`src/rtl/cpx_pkg.sv`:
```
package cpx_pkg;

    localparam int EV_N      = 2;
    localparam int CTRL_RUN  = 0;
    localparam int CTRL_AINC = 1;
    localparam int CTRL_IRQ  = 2;
    localparam int CTRL_EV0  = 4;

    typedef enum logic [1:0] {
        REG_PTR_LO = 2'd0,
        REG_PTR_HI = 2'd1,
        REG_DATA   = 2'd2,
        REG_CTRL   = 2'd3
    } reg_sel_e;

    typedef struct packed {
        logic            run;
        logic            ainc;
        logic [EV_N-1:0] ev;
    } ctrl_t;

    typedef struct packed {
        logic            run_d;
        logic            ainc_d;
        logic            irq_d;
        logic [EV_N-1:0] clr;
    } ctrl_cmd_t;

    function automatic logic [7:0] pack_ctrl(ctrl_t c);
        logic [7:0] b;
        b = '0;
        b[CTRL_RUN]  = c.run;
        b[CTRL_AINC] = c.ainc;
        for (int i = 0; i < EV_N; i++) b[CTRL_EV0+i] = c.ev[i];
        return b;
    endfunction

    function automatic ctrl_cmd_t unpack_cmd(logic [7:0] w);
        ctrl_cmd_t c;
        c.run_d  = w[CTRL_RUN];
        c.ainc_d = w[CTRL_AINC];
        c.irq_d  = w[CTRL_IRQ];
        for (int i = 0; i < EV_N; i++) c.clr[i] = w[CTRL_EV0+i];
        return c;
    endfunction

endpackage

```
`src/rtl/cpx_addr_ptr.sv`:
```
module cpx_addr_ptr #(
    parameter int ADDR_W = 16
) (
    input  logic              clk,
    input  logic              rst,
    input  logic              ld_lo,
    input  logic              ld_hi,
    input  logic [7:0]        wbyte,
    input  logic              step,
    output logic [ADDR_W-1:0] addr_q
);
    localparam int HI_W = ADDR_W - 8;

    always_ff @(posedge clk) begin
        if (rst) begin
            addr_q <= '0;
        end else if (ld_lo) begin
            addr_q[7:0] <= wbyte;
        end else if (ld_hi) begin
            addr_q[ADDR_W-1:8] <= wbyte[HI_W-1:0];
        end else if (step) begin
            addr_q <= addr_q + 1'b1;
        end
    end
endmodule

```
`src/rtl/cpx_ctrl_regs.sv`:
```
module cpx_ctrl_regs
    import cpx_pkg::*;
(
    input  logic            clk,
    input  logic            rst,
    input  logic            wr_en,
    input  ctrl_cmd_t       cmd,
    input  logic [EV_N-1:0] evt_set,
    output ctrl_t           state,
    output logic            irq_q
);
    logic            run_q;
    logic            ainc_q;
    logic [EV_N-1:0] ev_q;

    always_ff @(posedge clk) begin
        if (rst) begin
            run_q  <= 1'b0;
            ainc_q <= 1'b0;
            irq_q  <= 1'b0;
        end else begin
            irq_q <= wr_en & cmd.irq_d;
            if (wr_en) begin
                run_q  <= cmd.run_d;
                ainc_q <= cmd.ainc_d;
            end
        end
    end

    for (genvar i = 0; i < EV_N; i++) begin : g_ev
        always_ff @(posedge clk) begin
            if (rst)             ev_q[i] <= 1'b0;
            else if (evt_set[i]) ev_q[i] <= 1'b1;
            else if (wr_en && cmd.clr[i]) ev_q[i] <= 1'b0;
        end
    end

    always_comb begin
        state.run  = run_q;
        state.ainc = ainc_q;
        state.ev   = ev_q;
    end
endmodule

```
`src/rtl/cpx_read_port.sv`:
```
module cpx_read_port (
    input  logic       clk,
    input  logic       rst,
    input  logic       rd_reg,
    input  logic       rd_ram,
    input  logic [7:0] reg_byte,
    input  logic [7:0] ram_rdata,
    output logic [7:0] rdata,
    output logic       rvalid
);
    logic       from_ram_q;
    logic [7:0] hold_q;

    always_ff @(posedge clk) begin
        if (rst) begin
            rvalid     <= 1'b0;
            from_ram_q <= 1'b0;
            hold_q     <= '0;
        end else begin
            rvalid     <= rd_reg | rd_ram;
            from_ram_q <= rd_ram;
            if (rd_reg) hold_q <= reg_byte;
        end
    end

    assign rdata = from_ram_q ? ram_rdata : hold_q;
endmodule

```
`src/rtl/cpx_window.sv`:
```
module cpx_window
    import cpx_pkg::*;
#(
    parameter int ADDR_W = 16
) (
    input  logic              clk,
    input  logic              rst,
    input  logic              host_wr,
    input  logic              host_rd,
    input  logic [1:0]        host_reg,
    input  logic [7:0]        host_wdata,
    output logic [7:0]        host_rdata,
    output logic              host_rvalid,
    output logic [ADDR_W-1:0] ram_addr,
    output logic              ram_re,
    output logic              ram_we,
    output logic [7:0]        ram_wdata,
    input  logic [7:0]        ram_rdata,
    output logic              cop_run,
    output logic              cop_reset,
    output logic              cop_irq,
    input  logic [EV_N-1:0]   evt_set,
    output logic              host_irq
);
    reg_sel_e          sel;
    logic [ADDR_W-1:0] addr_q;
    logic              ainc;
    logic              data_hit;
    logic              step;
    logic              ctrl_wr;
    ctrl_t             state;
    logic [7:0]        reg_byte;

    assign sel      = reg_sel_e'(host_reg);
    assign data_hit = (sel == REG_DATA);
    assign ctrl_wr  = host_wr && (sel == REG_CTRL);
    assign ainc     = state.ainc;
    assign step     = (host_wr || host_rd) && data_hit && ainc;

    cpx_addr_ptr #(.ADDR_W(ADDR_W)) u_ptr (
        .clk    (clk),
        .rst    (rst),
        .ld_lo  (host_wr && sel == REG_PTR_LO),
        .ld_hi  (host_wr && sel == REG_PTR_HI),
        .wbyte  (host_wdata),
        .step   (step),
        .addr_q (addr_q)
    );

    cpx_ctrl_regs u_ctrl (
        .clk     (clk),
        .rst     (rst),
        .wr_en   (ctrl_wr),
        .cmd     (unpack_cmd(host_wdata)),
        .evt_set (evt_set),
        .state   (state),
        .irq_q   (cop_irq)
    );

    always_comb begin
        unique case (sel)
            REG_PTR_LO: reg_byte = addr_q[7:0];
            REG_PTR_HI: reg_byte = 8'(addr_q[ADDR_W-1:8]);
            REG_CTRL:   reg_byte = pack_ctrl(state);
            default:    reg_byte = '0;
        endcase
    end

    cpx_read_port u_rd (
        .clk       (clk),
        .rst       (rst),
        .rd_reg    (host_rd && !data_hit),
        .rd_ram    (host_rd && data_hit),
        .reg_byte  (reg_byte),
        .ram_rdata (ram_rdata),
        .rdata     (host_rdata),
        .rvalid    (host_rvalid)
    );

    assign ram_addr  = addr_q;
    assign ram_we    = host_wr && data_hit;
    assign ram_re    = host_rd && data_hit;
    assign ram_wdata = host_wdata;
    assign cop_run   = state.run;
    assign cop_reset = ~state.run;
    assign host_irq  = |state.ev;
endmodule

```
`config.mk`:
```
export PLATFORM = sky130hd
export DESIGN_NAME = cpx_window
export DESIGN_NICKNAME = d
export VERILOG_FILES = /design/src/rtl/cpx_pkg.sv /design/src/rtl/cpx_addr_ptr.sv /design/src/rtl/cpx_ctrl_regs.sv /design/src/rtl/cpx_read_port.sv /design/src/rtl/cpx_window.sv
export SDC_FILE = /design/constraint.sdc
export NUM_CORES = 1
export LEC_CHECK = 0
export ABC_AREA = 1
export BUFFER_PORTS_ARGS = -buffer_cell sky130_fd_sc_hd__buf_2
export CAP_MARGIN = 25
export CORE_ASPECT_RATIO = 0.5
export CORE_MARGIN = 3
export CORE_UTILIZATION = 54
export DETAILED_ROUTE_END_ITERATION = 10
export PLACE_DENSITY = 0.93
export SLEW_MARGIN = 20
export SYNTH_ARGS = -nofsm -noshare
export SYNTH_HDL_FRONTEND = slang
export SYNTH_SLANG_ARGS = --single-unit
```
`constraint.sdc`:
```
create_clock -name clk -period 2.35 [get_ports clk]
set_clock_uncertainty 0.05 [all_clocks]
set_input_delay 0.235 -clock clk [delete_from_list [all_inputs] [get_ports clk]]
set_output_delay 0.235 -clock clk [all_outputs]
set_load 0.005 [all_outputs]
```
==> impl_summary.md, run 1 <==
Global route
After global routing the overflow that remains totals 0. Entering global routing, the biggest net connects 18 pins. The number of global-route vias before repair is roughly 1700. The wire length of the first global-routing pass is around 8000 µm. The number of antenna violations at the first check in global routing is 0. Across every metal layer, demand over resource in global routing totals 0.259.

Routing
The count of nets left with antenna violations after detail routing is 0. In the routed design, unresolved DRC markers number 0. The total number of vias is between 2000 and 2500.

The routed length per placed instance is roughly 15 µm. In this run, the number of DRC markers left after iteration 0 of detailed routing was between 200 and 250. The detail-routed via count per cell is between 5 and 6. The first detailed-routing pass ran for 6 iterations.

The final wirelength is 5520 µm.

Synthesis
The post-synthesis average cell area is around 6.6 µm². Counting every instance in the synthesized netlist gives around 280. The number of synthesized register bits is 31.

For this run, the register share of the synthesized area comes to 0.332. The count of yosys warnings during synthesis is 0. The number of enable flip-flop cells after synthesis is 0.

The share of flip-flops with an asynchronous set or reset is 0. The area of the mapped netlist is ~1900 µm². The most used flip-flop cell after synthesis is sky130_fd_sc_hd__dfxtp_1. The netlist uses 29 different library cells. The number of nets handed over by synthesis was 308.

Finish
For this run, the post-layout net count is 360. In the final layout, the share of cells above drive strength 1 is 0.262. The area added between synthesis and finish is 19.6%. The number of antenna cells inserted is 0. The number of fillers in the final layout is 254.

Setup path
STA classifies the critical path startpoint as a flop. The worst setup path is captured at a flop. In this run the worst path has a maximum fanout of 7. Data on the critical path is required at its endpoint by 2.46 ns. The critical setup path kind is flop to flop. Data on the critical path arrives at its endpoint at 1.72 ns.

Measured in cells, the most critical reg-to-reg path has a length of 8.

STA
The tightest hold path in the finished design has a slack of roughly 0.10 ns. The post-route clock period utilization is 0.682. Setup total negative slack on the finished layout was measured at 0 ns. The final hold violation count is 0.

The worst slew margin relative to its limit is 0.488. The highest clock rate is about 0.62 GHz. The transition at the pin with the smallest max-transition slack is 0.765 ns.

Setup repair after global routing left no endpoint under its margin. The minimum clock period is approximately 1.6 ns. The final-report max-slew violation count is 0. The count of final setup violators is 0.

Die
The initial core utilization is 0.593. The die is 47.6 µm tall. In this run the count of I/O pins placed on the die edge is 63.

The site row count is 14. The chip width is ~89 µm. The floorplan step defined a die boundary enclosing roughly 4200 µm². The area inside the core boundary is 3150 µm².

Clocking
The level count of the clock H-tree is 2. The total CTS buffers is 5. The sink count of the clock tree is 31. In this run, post-CTS hold repair placed 0 buffers. The maximum clock insertion buffer count is 2. The worst-skew pair later-pin latency is between 0.2 and 0.3 ns. Once the clock tree was built, the setup fixing pass inserted 0 buffers. Clock-pin slew was measured on the worst setup and hold paths at 0.07 ns.

Gates resized during post-CTS repair numbered 0. TritonCTS built the clock tree. The clock tree root driver cell is sky130_fd_sc_hd__clkbuf_8.

Pwr
For this design the static power due to leakage is between 1 and 1.5 nW. VDD sags by at most a little over 0.4 mV. Power spread over the standard cell area amounts to between 500 and 600 nW/µm².

Worst hold path
The worst hold path depth is 3. The path category of the worst min-delay check is input pin to flop.

Place
Routability-driven placement finished with a final weighted congestion of approximately 0.92. The number of I/O port buffers is between 60 and 70. The wire-length estimate of the detail-placed layout is approximately 3900 µm.

Job
The max-capacitance violation count is 0.

Run status
The run finished with clean final reports.
-- where the power goes --
| part | internal, mW | switching, mW |
|---|---|---|
| registers | 0.549 | 0.0274 |
| logic | 0.0735 | 0.0972 |
| clock network | 0.343 | 0.210 |
-- registers in the layout, summed over array words and instances, names as in the netlist --
signal and count:
u_ctrl.ainc_q 1, u_rd.hold_q 8, u_rd.from_ram_q 1, u_rd.rvalid 1, u_ctrl.irq_q 1, u_ctrl.state 2
u_ctrl.run_q 1, u_ptr.addr_q 16
-- through the flow --
stage               utilization  total power, mW  setup WS, ns  instance area, µm²  cells
detailed placement        0.672            0.753         0.694                2120    368
global placement          0.672            0.749         0.748                2120    368
finish                    0.709             1.30         0.746                2240    376
CTS                       0.709             1.30         0.759                2240    376
global route              0.709             1.35         0.590                2240    376
floorplan                     -            0.687         0.948                1870    283
-- synthesized netlist by cell type (4+ instances only) --
cell type                  n  area share
sky130_fd_sc_hd__dfxtp_1  31        0.33
sky130_fd_sc_hd__buf_4    10       0.040
sky130_fd_sc_hd__mux2_2    8       0.048
sky130_fd_sc_hd__a41oi_1   4       0.019
sky130_fd_sc_hd__inv_1    26       0.052
sky130_fd_sc_hd__nand2_1  73        0.15
sky130_fd_sc_hd__nand3_1  19       0.051
sky130_fd_sc_hd__o21ai_0  27       0.072
sky130_fd_sc_hd__a21oi_1  16       0.043
sky130_fd_sc_hd__a31oi_1   9       0.030
sky130_fd_sc_hd__nor2_1   33       0.066
-- area by class of cell --
class                   instances  area, µm²  share of cell area
multi-input cells             208       1040               0.463
well taps                      40       50.0              0.0224
inverters                      27        101              0.0453
flip-flops and latches         31        621               0.278
clock buffers                   6       82.6              0.0369
repair buffers                 62        310               0.139
clock inverters                 2       35.0              0.0157
-- cell families after synthesis --
logic type | synth area share
XOR/XNOR | 0.0141
AND/OR/NAND/NOR | 0.315
AO/OA/AOI/OAI | 0.171
buffers and inverters | 0.114
adder cells (fa/ha/maj) | 0.00669
multiplexers | 0.0482
flip-flops | 0.332
-- cells in the final DEF, fill, tap and decap left out, drive strengths merged --
cell type	count
mux2	8
buf	62
or2	1
a41oi	4
inv	27
ha	1
a21oi	16
nor3	2
nand4	2
bufinv	1
o211ai	1
clkbuf	6
nand3	19
nand2	77
xor2	2
nor2	36
o21ai	28
nor3b	1
clkinv	1
xnor2	1
a31oi	9
dfxtp	31
-- final timing paths --
check,end,from,slack [ns]
hold reg to reg,u_ctrl.ainc_q,u_ctrl.ainc_q,0.45
hold / removal,u_ctrl.state[0],evt_set[0],0.10
setup reg to reg,u_ptr.addr_q[10],u_ptr.addr_q[0],0.75
setup / recovery,u_ptr.addr_q[10],u_ptr.addr_q[0],0.75
-- worst max-delay path: stages (launching register included) --
cell and delay (ns):
sky130_fd_sc_hd__dfxtp_1 0.44, sky130_fd_sc_hd__ha_1 0.23, sky130_fd_sc_hd__nand3_1 0.11, sky130_fd_sc_hd__inv_1 0.13, sky130_fd_sc_hd__nand2_1 0.13, sky130_fd_sc_hd__o21ai_0 0.17
sky130_fd_sc_hd__nand3_1 0.09, sky130_fd_sc_hd__nand2_1 0.07, sky130_fd_sc_hd__a21oi_1 0.05
-- routing by layer --
layer  GRT usage  wire length, µm  up-vias
li1            -                -     1028
met1       0.321             2280      927
met2       0.408             2410      133
met3      0.0911              630       30
met4       0.136              193        0
met5           0                0        -
No activity file was read; power rests on OpenSTA's default activity.
==> inputs of run 2 (changes only) <==
--- a/config.mk
+++ b/config.mk
@@ -10,9 +10,9 @@
 export CAP_MARGIN = 25
 export CORE_ASPECT_RATIO = 0.5
 export CORE_MARGIN = 3
-export CORE_UTILIZATION = 54
+export CORE_UTILIZATION = 50
 export DETAILED_ROUTE_END_ITERATION = 10
-export PLACE_DENSITY = 0.93
+export PLACE_DENSITY = 0.87
 export SLEW_MARGIN = 20
 export SYNTH_ARGS = -nofsm -noshare
 export SYNTH_HDL_FRONTEND = slang
==> constraint.sdc (replaced) <==
create_clock -name clk -period 1.65 [get_ports clk]
set_clock_uncertainty 0.05 [all_clocks]
set_input_delay 0.165 -clock clk [delete_from_list [all_inputs] [get_ports clk]]
set_output_delay 0.165 -clock clk [all_outputs]
set_load 0.005 [all_outputs]
==> impl_summary.md, run 2 (synthesis results as in run 1) <==
Finish
The final cell count without fillers is 393 (was 376). The flip-flop count of the largest register, all copies and words added is 16 (unchanged). The final standard cell area without fillers is 2330 µm² (was 2240 µm²). Commonest non-fill, non-tap cells in the layout: 73 x sky130_fd_sc_hd__nand2_1, 62 x sky130_fd_sc_hd__buf_2, 31 x sky130_fd_sc_hd__nor2_1 (was 73 x sky130_fd_sc_hd__nand2_1, 62 x sky130_fd_sc_hd__buf_2, 33 x sky130_fd_sc_hd__nor2_1). The final cell utilization of the core is 0.710 (was 0.709). The number of antenna cells inserted is 0 (unchanged). The area added between synthesis and finish is 24.4% (was 19.6%). The most common cell after layout, fill and taps aside is sky130_fd_sc_hd__nand2_1 (unchanged). The register containing the most flip-flops in the final layout is u_ptr.addr_q (unchanged). The total number of nets in the final design was 369 (was 360).

The fraction of final layout cells sized beyond drive strength 1 is 0.296 (was 0.262).

Worst hold path
The worst hold path depth was 3 (unchanged). The beginning of the worst hold path was evt_set[1] (was evt_set[0]). The terminating pin of the worst hold path is u_ctrl.state[1] (was u_ctrl.state[0]). The path category of the worst min-delay check is input pin to flop (unchanged).

Job
The max-capacitance violation count was 0 (unchanged).

STA
The worst slew margin relative to its limit was 0.487 (was 0.488). The post-route clock period utilization is 0.924 (was 0.682). Unrepaired setup endpoints after global routing: no (unchanged). The highest clock rate came to 0.656 GHz (was 0.624 GHz).

The minimum hold slack is 0.0686 ns (was 0.101 ns). The total negative slack for setup checks is 0 ns (unchanged). The transition at the pin with the smallest max-transition slack is 0.767 ns (was 0.765 ns). The count of final setup violators is 0 (unchanged). The minimum clock period is 1.53 ns (was 1.60 ns). The final-report max-slew violation count came to 0 (unchanged). The worst setup slack after layout was 0.125 ns (was 0.746 ns). The final hold violation count was 0 (unchanged).

Setup path
The required time at the worst-slack endpoint is 1.76 ns (was 2.46 ns). Worst-path cell chain: nand2_1, nor2_2, nand2_1, o21ai_0, nand3_1, nand2_1, a21oi_1 (was ha_1, nand3_1, inv_1, nand2_1, o21ai_0, nand3_1, nand2_1, a21oi_1). The maximum cell stage delay along the critical path is 0.49 ns (was 0.44 ns). The worst path arrival time is 1.64 ns (was 1.72 ns). The critical setup path kind is flop to flop (unchanged). The setup slack on the worst flop-to-flop path is 0.12 ns (was 0.75 ns). The depth of the worst register-to-register path is 7 (was 8). The capturing element type of the critical path was a flop (unchanged). The most numerous cell on the critical path is sky130_fd_sc_hd__nand2_1. The cell type of the slowest stage on the worst timing path is sky130_fd_sc_hd__dfxtp_1 (unchanged). The reg-to-reg startpoint is u_ptr.addr_q[7] (was u_ptr.addr_q[0]). The biggest fanout along the worst timing path is 6 (was 7). The reg-to-reg endpoint was u_ptr.addr_q[15] (was u_ptr.addr_q[10]). The kind of start point of the critical path was a flop (unchanged).

Routing
The first-pass detailed-route iteration total is 5 (was 6). The number of DRC violations after detailed routing is 0 (unchanged). The total number of vias came to 2101 (was 2118). The detail-routed via count per cell is 5.35 (was 5.63). The initial detailed-routing violation count came to 211 (was 213). The routed length per placed instance is 14.3 µm (was 14.7 µm). The final wirelength was 5630 µm (was 5520 µm). The count of nets left with antenna violations after detail routing is 0 (unchanged).

Run status
Run status: complete, no violations (unchanged).

Die
The site row count was 14 (unchanged). The die extent in y is 49.2 µm (was 47.6 µm). The area inside the core boundary is 3280 µm² (was 3150 µm²).

The chip width is 92.5 µm (was 89.2 µm). The initial core utilization is 0.571 (was 0.593). The die area came to 4550 µm² (was 4250 µm²). The number of placed I/O pins came to 63 (unchanged).

Place
The number of I/O port buffers is 62 (unchanged). The placed wire-length estimate is 4140 µm (was 3900 µm). The placed cell count came to 385 (was 368). The final weighted congestion of routability-driven global placement is 0.899 (was 0.917). The post-placement setup slack is 0.0930 ns (was 0.694 ns). The post-place instance area came to 2200 µm² (was 2120 µm²).

Clocking
The buffer count from post-CTS setup fixing was 0 (unchanged). The clock tree root driver cell is sky130_fd_sc_hd__clkbuf_8 (unchanged). The TritonCTS clock tree was built (unchanged). The worst-skew pair later-pin latency came to 0.29 ns (about the same). The quantity of hold-fixing buffers added after cts is 0 (unchanged). The maximum clock insertion buffer count is 2 (unchanged). The total CTS buffers is 5 (unchanged). The sink count of the clock tree came to 31 (unchanged). The clock transition at the registers of the reported paths is 0.07 ns (about the same). The level count of the clock H-tree came to 2 (unchanged).

Pwr
The maximum VDD drop is 0.407 mV (was 0.409 mV). The total power after layout is 1.88 mW (was 1.30 mW). The static leakage is 1.08 nW (was 1.03 nW). The power per unit of standard cell area is 807 nW/µm² (was 582 nW/µm²).

Global route
The wire length of the first global-routing pass was 9110 µm (was 8050 µm). The all-layer global routing usage is 0.253 (was 0.259). The sum of overflow across all layers after global routing is 0 (unchanged).

The number of global-route vias before repair came to 1902 (was 1689). The number of antenna violations at the first check in global routing is 0 (unchanged). The maximum number of pins on one net before global-route repair is 18 (unchanged).
[run 2: changes by cell type in the layout (fill, tap and decap cells not counted), sizes merged]
cell,delta
buf,+9
[run 2: worst max path at each step]
stage,end,depth (start not counted),startpoint
floorplan,u_ptr.addr_q[10],8,u_ptr.addr_q[0]
detailed placement,u_ptr.addr_q[14],7,u_ptr.addr_q[0]
finish,u_ptr.addr_q[15],7,u_ptr.addr_q[7]
CTS,u_ptr.addr_q[14],7,u_ptr.addr_q[1]
global placement,u_ptr.addr_q[10],8,u_ptr.addr_q[1]
global route,u_ptr.addr_q[10],9,u_ptr.addr_q[0]
[run 2: cell type report]
cell class	count	area, µm²
multi-input combinational	208	1040
fill	272	950
sequential	31	626
timing repair buffer	71	378
inverter	27	101
clock buffer	6	82.6
tap	48	60.1
clock inverter	2	35.0
[run 2: per-layer routing]
layer / vias to the layer above / track usage / routed length (µm)
li1: 1047 / - / -
met3: 11 / 0.0524 / 521
met5: - / 0 / 0
met2: 100 / 0.424 / 2630
met4: 0 / 0.0862 / 68
met1: 943 / 0.323 / 2400
[run 2: timing repair]
item                                    4_1_cts  5_1_grt
resized for setup                             0        7
endpoints found under the setup margin        0        7
endpoints found under the hold margin         0        0
[run 2: worst max-delay path, delay by kind of cell, from the launching register on]
| family | cells | cell delay, ns |
|---|---|---|
| simple gates | 5 | 0.64 |
| flops | 1 | 0.49 |
| compound gates | 2 | 0.21 |
[run 2: report_power, final]
part / switching [mW] / total (mW) / internal (mW)
registers: 0.0336 / 0.816 / 0.782
clock network: 0.311 / 0.800 / 0.489
logic: 0.148 / 0.261 / 0.113
